==> config.mk <==
export PLATFORM = sky130hd
export DESIGN_NAME = irq_event_ctrl
export DESIGN_NICKNAME = d
export VERILOG_FILES = /design/src/rtl/irq_event_ctrl.sv
export SDC_FILE = /design/constraint.sdc
export NUM_CORES = 1
export LEC_CHECK = 0
export ABC_AREA = 1
export CORE_ASPECT_RATIO = 0.7
export CORE_MARGIN = 4
export CORE_UTILIZATION = 59
export CTS_CLUSTER_DIAMETER = 40
export DETAILED_ROUTE_END_ITERATION = 10
export PLACE_DENSITY = 0.84
export RECOVER_POWER = 50
export SLEW_MARGIN = 20
export SYNTH_ARGS = -nofsm -noshare
export SYNTH_HDL_FRONTEND = slang
export SYNTH_SLANG_ARGS = --single-unit
==> constraint.sdc <==
create_clock -name clk -period 3.4 [get_ports clk]
set_clock_uncertainty 0.15 [all_clocks]
set_input_delay 0.51 -clock clk [delete_from_list [all_inputs] [get_ports clk]]
set_output_delay 0.51 -clock clk [all_outputs]
set_load 0.05 [all_outputs]
==> src/rtl/irq_event_ctrl.sv <==
module irq_event_ctrl #(
  parameter int NEXT = 4,
  parameter int NPC  = 27
) (
  input  logic             clk,
  input  logic             rst_n,
  input  logic [NEXT-1:0]  ext_pin,
  input  logic [NPC-1:0]   pc_pin,
  input  logic             gie,
  input  logic [3:0]       bus_addr,
  input  logic             bus_wr,
  input  logic [7:0]       bus_wdata,
  output logic [7:0]       bus_rdata,
  output logic [7:0]       irq_req,
  output logic             vec_valid,
  output logic [2:0]       vec_id,
  input  logic             vec_ack
);
  localparam int NGRP = 4;
  localparam int G3W  = NPC - 24;
  localparam logic [3:0] A_EFLG = 4'd0, A_EEN = 4'd1, A_EMODE = 4'd2, A_PCEN = 4'd3,
                         A_PCFLG = 4'd4, A_M0 = 4'd5, A_M1 = 4'd6, A_M2 = 4'd7, A_M3 = 4'd8;

  logic [NEXT-1:0] ext_s1, ext_s2, ext_s3;
  logic [NPC-1:0]  pc_s1, pc_s2, pc_s3;
  logic [NEXT-1:0] ext_flag, ext_en, ext_set, ext_clr, ext_lvl, ext_act;
  logic [2*NEXT-1:0] ext_mode;
  logic [NGRP-1:0] pc_flag, pc_en, pc_set, pc_clr;
  logic [7:0] pc_m0, pc_m1, pc_m2;
  logic [G3W-1:0] pc_m3;
  logic [NPC-1:0] pc_chg;
  logic [7:0] ack_hot;

  wire wr_eflg = bus_wr && bus_addr == A_EFLG;
  wire wr_pflg = bus_wr && bus_addr == A_PCFLG;

  always_ff @(posedge clk or negedge rst_n)
    if (!rst_n) begin
      ext_s1 <= '0; ext_s2 <= '0; ext_s3 <= '0;
      pc_s1 <= '0;  pc_s2 <= '0;  pc_s3 <= '0;
    end else begin
      ext_s1 <= ext_pin; ext_s2 <= ext_s1; ext_s3 <= ext_s2;
      pc_s1 <= pc_pin;   pc_s2 <= pc_s1;   pc_s3 <= pc_s2;
    end

  for (genvar i = 0; i < NEXT; i++) begin : g_ext
    wire [1:0] m = ext_mode[2*i+1:2*i];
    assign ext_lvl[i] = (m == 2'b00);
    assign ext_set[i] = (m == 2'b01) ? (ext_s2[i] ^ ext_s3[i]) :
                        (m == 2'b10) ? (ext_s3[i] & ~ext_s2[i]) :
                        (m == 2'b11) ? (ext_s2[i] & ~ext_s3[i]) : 1'b0;
    assign ext_act[i] = ext_lvl[i] ? ~ext_s2[i] : ext_flag[i];
  end

  assign ext_clr = (wr_eflg ? bus_wdata[NEXT-1:0] : '0) | ack_hot[3:0];
  assign pc_clr  = (wr_pflg ? bus_wdata[NGRP-1:0] : '0) | ack_hot[7:4];

  assign pc_chg = (pc_s2 ^ pc_s3) & {pc_m3, pc_m2, pc_m1, pc_m0};
  assign pc_set = {|pc_chg[NPC-1:24], |pc_chg[23:16], |pc_chg[15:8], |pc_chg[7:0]};

  always_ff @(posedge clk or negedge rst_n)
    if (!rst_n) begin
      ext_flag <= '0; ext_en <= '0; ext_mode <= '0;
      pc_flag <= '0;  pc_en <= '0;
      pc_m0 <= '0; pc_m1 <= '0; pc_m2 <= '0; pc_m3 <= '0;
    end else begin
      ext_flag <= ((ext_flag & ~ext_clr) | ext_set) & ~ext_lvl;
      pc_flag  <= (pc_flag & ~pc_clr) | pc_set;
      if (bus_wr)
        case (bus_addr)
          A_EEN:   ext_en   <= bus_wdata[NEXT-1:0];
          A_EMODE: ext_mode <= bus_wdata[2*NEXT-1:0];
          A_PCEN:  pc_en    <= bus_wdata[NGRP-1:0];
          A_M0:    pc_m0    <= bus_wdata;
          A_M1:    pc_m1    <= bus_wdata;
          A_M2:    pc_m2    <= bus_wdata;
          A_M3:    pc_m3    <= bus_wdata[G3W-1:0];
          default: ;
        endcase
    end

  assign irq_req = {pc_flag & pc_en, ext_act & ext_en} & {8{gie}};

  always_comb begin
    vec_id = '0;
    for (int i = 7; i >= 0; i--)
      if (irq_req[i]) vec_id = 3'(i);
  end
  assign vec_valid = |irq_req;
  assign ack_hot   = (vec_ack && vec_valid) ? (8'd1 << vec_id) : 8'd0;

  always_comb
    case (bus_addr)
      A_EFLG:  bus_rdata = 8'(ext_flag);
      A_EEN:   bus_rdata = 8'(ext_en);
      A_EMODE: bus_rdata = 8'(ext_mode);
      A_PCEN:  bus_rdata = 8'(pc_en);
      A_PCFLG: bus_rdata = 8'(pc_flag);
      A_M0:    bus_rdata = pc_m0;
      A_M1:    bus_rdata = pc_m1;
      A_M2:    bus_rdata = pc_m2;
      A_M3:    bus_rdata = 8'(pc_m3);
      default: bus_rdata = 8'd0;
    endcase
endmodule


==> reports/metrics.cfg, run 1 <==
[critical_path]
cp-end-kind = primary output
crit_path_start = gie
path_class = primary input to primary output
rr_startpoint = ext_mode[5]
cp_slowest_stage_delay_ns = 0.79
crit_arrival_ns = 2.35
startpoint_type = primary input
critical_path_peak_fanout = 8
crit_chain = clkdlybuf4s50_1 > nand2_1 > inv_1 > nand3_2 > inv_1 > clkdlybuf4s50_1
slowest_stage = clkdlybuf4s50_1
cp.required_ns = 2.74

[power_and_ir_drop]
switching_share_pct = 30.6
power_frac_comb_pct = 16.9
powerDensity_nw_per_um2 = 687
switchingPower_mw = 1.48
p_int_mw = 3.37
pwr-share-seq_pct = 42.7
pwr-share-clk_pct = 40.4
irDropWorstVdd_uv = 539
leakagePower_nw = 3.37

[cts]
clock-sinks = 144
cts_buffers = 17
cts_setup_buffers = 0
clkLatencyLatePin_ns = 0.42
cts_buffer_depth = 2
clk_pin_slew_ns = 0.06
cts-root-buf = clkbuf_16
cts_max_level = 4
cts-resized-gates = 0
cts_tree = done

[timing]
max_freq_ghz = 0.332
setup_ws_ns = 0.388
finalSetupViolations = 0
finalHoldViolCount = 0
tightestPinTransition_ns = 1.88
finalMaxSlewViolations = 75
min_period_ns = 3.01
fin_crit_sh_pct = 88.6
slew_headroom_pct = -25.6
rsz0062_at_grt = no
finalSetupTns_ns = 0

[placement]
port_buffers = 67
hpwl_microns = 10100
place.gp.congestion = 0.973
place_ws_ns = 0.408

[drt]
vias_per_cell = 5.63
wl_per_cell_microns = 19.0
drc = 0
drtIter0Drc = 423
drt_wl_total_microns = 14400
vias = 4282
drtPass1Iterations = 5
antenna_left = 0

[yosys]
syn_avg_cell_area_sq_um = 10.3
synth-seq-area-share_pct = 64.3
ys_types = 33
yosys_warnings = 0
syn-num-nets = 598
syn_area_sq_um = 5600
ys_ff_latch = 144
syn_inst = 542

[global_route]
grt.overflow.total = 0
grt_max_degree = 76
grtUsageTotal_pct = 27.5
grt_pass1_wl_microns = 22900
grt_pass1_vias = 4310
antenna_found_initial = 0

[floorplan]
die-area_sq_um = 11100
pin_count = 68
core_area_sq_um = 9140
start_util_pct = 61.3
rows = 29
die_h_microns = 89.5
die_w_microns = 124

[final_layout]
nets = 680
area_growth_pct = 25.9
drive_gt1_share_pct = 12.7
layout_common_cells = dfrtp_1 (144), nand2_1 (119), inv_1 (61)
fillers = 601
num_antenna_cells = 0
final_common_cell = dfrtp_1

[run_status]
status = complete, but fails checks
violations = max-capacitance violations, max-slew violations

[worst_hold_path]
hp-class = register to register
hp-start = pc_s1[10]

[job]
maxCapViolCount = 1

worst paths after layout:
path | slack (ns) | to | depth (start not counted)
max in group asynchronous | 0.93 | pc_s3[22] | 3
worst min-delay path | 0.20 | pc_s2[10] | 0
worst min register to register | 0.20 | pc_s2[10] | 0
worst max register to register | 1.54 | pc_flag[3] | 10
worst max-delay path | 0.39 | irq_req[2] | 6
min in group asynchronous | 1.01 | pc_m2[0] | 2
kinds of logic after synthesis:
| kind of cell | Yosys count | share of synthesized area, % |
|---|---|---|
| AO/OA/AOI/OAI | 118 | 11.9 |
| adder cells (fa/ha/maj) | 8 | 1.79 |
| XOR/XNOR | 7 | 1.09 |
| AND/OR/NAND/NOR | 190 | 15.5 |
| flip-flops | 144 | 64.3 |
| buffers and inverters | 75 | 5.36 |
stage by stage:
step	hold slack, ns	power (mW)	instances	utilization [%]	instance area [sq um]
4_1_cts	0.199	4.86	761	77.2	7060
5_1_grt	0.205	5.05	761	77.2	7060
3_5_place_dp	0.185	2.90	728	70.3	6430
6_report	0.198	4.85	761	77.2	7060
2_1_floorplan	0.0644	2.54	542	-	5600
3_3_place_gp	0.181	2.87	728	70.3	6430
synthesized netlist by cell type, drive strengths merged:
master	n	area share [%]
a21oi	23	2.1
a221oi	7	1.1
buf	6	0.74
dfrtp	144	64
ha	8	1.8
inv	69	4.6
nand2	131	9.4
nand3	18	2.1
nand3b	1	0.36
nand4	5	0.56
nor2	29	2.5
nor3	1	0.089
nor4	3	0.33
o2111ai	3	0.47
o211ai	4	0.54
o21ai	71	6.3
o221ai	3	0.47
o22ai	4	0.45
o2bb2ai	2	0.31
o31ai	1	0.13
or2	2	0.22
xnor2	1	0.16
xor2	6	0.94
flip-flops by register name, summed over array words and instances, names as in the netlist:
register,cells
ext_mode,8
pc_m1,8
pc_s1,27
ext_en,4
pc_m3,3
pc_en,4
pc_flag,4
ext_s3,4
pc_s2,27
pc_m2,8
pc_s3,27
ext_s2,4
ext_s1,4
pc_m0,8
ext_flag,4
repair_timing:
item / in CTS / in global routing
hold endpoints to repair: 7 / 0
hold buffers: 1 / 0
setup endpoints to repair: 0 / 0
final cells by class:
type                       instances  area (sq um)  area share, %
clock buffer                      18           429           6.08
multi-input combinational        323          1700           24.1
tap                              124           155           2.20
sequential                       144          3600           51.1
inverter                          69           259           3.67
timing repair buffer              69           716           10.1
clock inverter                    14           193           2.73
worst max-delay path, delay by kind of cell:
family                 cells  cell delay (ns)
buffers and inverters      4             1.60
and+or+nand+nor            2             0.23
routing by layer:
metal | up-vias | global-route usage (%) | share of wire (%)
li1 | 1945 | - | -
met1 | 2105 | 34.7 | 42
met2 | 206 | 47.0 | 49
met3 | 26 | 8.06 | 7.7
met4 | 0 | 8.66 | 1.8
met5 | - | 0 | 0
power by group through the flow:
| stage | registers, mW | logic, mW | clock network [mW] |
|---|---|---|---|
| floorplan | 2.02 | 0.519 | 0 |
| global placement | 2.08 | 0.789 | 0 |
| detailed placement | 2.08 | 0.817 | 0 |
| CTS | 2.06 | 0.829 | 1.97 |
| global route | 2.08 | 0.897 | 2.07 |
| finish | 2.07 | 0.821 | 1.96 |
No activity file was read; power rests on OpenSTA's default activity.
==> run 2: changes to the inputs <==
- CTS_BUF_LIST: unset -> sky130_fd_sc_hd__clkbuf_8 sky130_fd_sc_hd__clkbuf_16
==> run 2 against run 1 <==
  * The run still ends with max-capacitance violations, max-slew violations left
  * Global-route usage unchanged
  * Flip-flop and latch count unchanged
  * Wire length about the same
  * Highest routed layer unchanged
  * Non-clock buffer count unchanged
  * Cell area unchanged
  * Utilization unchanged
  * Critical path depth unchanged
==> reports/metrics.cfg, run 2 (synthesized netlist as in run 1, its figures left out) <==
[placement]
dp_cells = 728
port_buffers = 67
place.gp.congestion = 0.973
hpwl_microns = 10100
place_ws_ns = 0.408

[power_and_ir_drop]
finalPower_mw = 4.85
irDropWorstVdd_uv = 539
powerDensity_nw_per_um2 = 687
leakagePower_nw = 3.37

[cts]
cts_setup_buffers = 0
cts_tree = done
cts-resized-gates = 0
cts_max_level = 4
clk_pin_slew_ns = 0.06
cts-root-buf = clkbuf_16
cts_buffer_depth = 2
clock-sinks = 144
clkLatencyLatePin_ns = 0.42
cts_buffers = 17

[global_route]
antenna_found_initial = 0
grt_pass1_vias = 4310
grt_busiest_layer = met2
met3_usage_pct = 8.06
use_met1_pct = 34.7
grt_max_degree = 76
grt_pass1_wl_microns = 22900
grtUsageMet2_pct = 47.0
grt.overflow.total = 0
grtUsageTotal_pct = 27.5

[critical_path]
path_class = primary input to primary output
cp.required_ns = 2.74
crit_arrival_ns = 2.35
crit_chain = clkdlybuf4s50_1 > nand2_1 > inv_1 > nand3_2 > inv_1 > clkdlybuf4s50_1
startpoint_type = primary input
critical_path_peak_fanout = 8
slowest_stage = clkdlybuf4s50_1
cp-end-kind = primary output
cp_slowest_stage_delay_ns = 0.79

[timing]
rsz0062_at_grt = no
finalSetupTns_ns = 0
tightestPinTransition_ns = 1.88
slew_headroom_pct = -25.6
finalSetupViolations = 0
max_freq_ghz = 0.332
finalHoldViolCount = 0
setup_ws_ns = 0.388
min_period_ns = 3.01
fin_crit_sh_pct = 88.6
finalMaxSlewViolations = 75

[floorplan]
die-area_sq_um = 11100
rows = 29
core_area_sq_um = 9140
die_w_microns = 124
start_util_pct = 61.3
die_h_microns = 89.5
pin_count = 68

[drt]
drc = 0
antenna_left = 0
vias_per_cell = 5.62
drtIter0Drc = 423
drtPass1Iterations = 7
wl_per_cell_microns = 19.0
drt_wl_total_microns = 14400
vias = 4274

[job]
maxCapViolCount = 1

[final_layout]
drive_gt1_share_pct = 12.7
regArea_sq_um = 3600
fin_cells = 761
fillers = 601
final_common_cell = dfrtp_1
layout_common_cells = dfrtp_1 (144), nand2_1 (119), inv_1 (62)
nets = 680
area_growth_pct = 25.9
num_antenna_cells = 0
reg_top3 = pc_s1: 27 flops, pc_s2: 27 flops, pc_s3: 27 flops
multi_input_area_sq_um = 1700

[run_status]
status = complete, but fails checks
violations = max-capacitance violations, max-slew violations

[worst_hold_path]
hp-class = register to register

-- run 2: power breakdown --
part | internal (mW) | switching, mW
registers | 1.89 | 0.179
clock network | 1.18 | 0.775
logic | 0.292 | 0.529
-- run 2: stage by stage --
step	cell area, sq um	utilization, %	hold slack (ns)
global placement	6430	70.3	0.181
detailed placement	6430	70.3	0.185
global route	7060	77.2	0.205
floorplan	5600	-	0.0644
finish	7060	77.2	0.198
CTS	7060	77.2	0.199
-- run 2: layout make-up --
cell class                      count  share of cell area [%]
Multi-Input combinational cell    323                    24.1
Clock inverter                     15                    2.78
Timing Repair Buffer               69                    10.1
Tap cell                          124                    2.20
Inverter                           69                    3.67
Sequential cell                   144                    51.1
Clock buffer                       17                    6.03
-- run 2: metal layers --
layer,wire length [microns],vias to the layer above
li1,-,1945
met1,6070,2111
met2,7020,195
met3,1110,23
met4,235,0
met5,0,-
-- run 2: worst max-delay path, delay by kind of cell --
kind                   cells  cell delay (ns)
buffers and inverters      4             1.60
AND/OR/NAND/NOR            2             0.23
-- run 2: path summary, 6_finish.rpt --
check                       startpoint         end  slack, ns  cells after the start
setup / recovery                   gie  irq_req[2]       0.39                      6
min in group asynchronous        rst_n    pc_m2[0]       1.01                      2
setup reg to reg           ext_mode[5]  pc_flag[3]       1.54                      8
hold / removal               pc_s1[10]   pc_s2[10]       0.20                      0
hold reg to reg              pc_s1[10]   pc_s2[10]       0.20                      0
max in group asynchronous        rst_n   pc_s3[22]       0.93                      3
-- run 2: repair_timing --
action	4_1_cts	5_1_grt
setup endpoints to repair	0	0
hold buffers	1	0
endpoints found under the hold margin	7	0
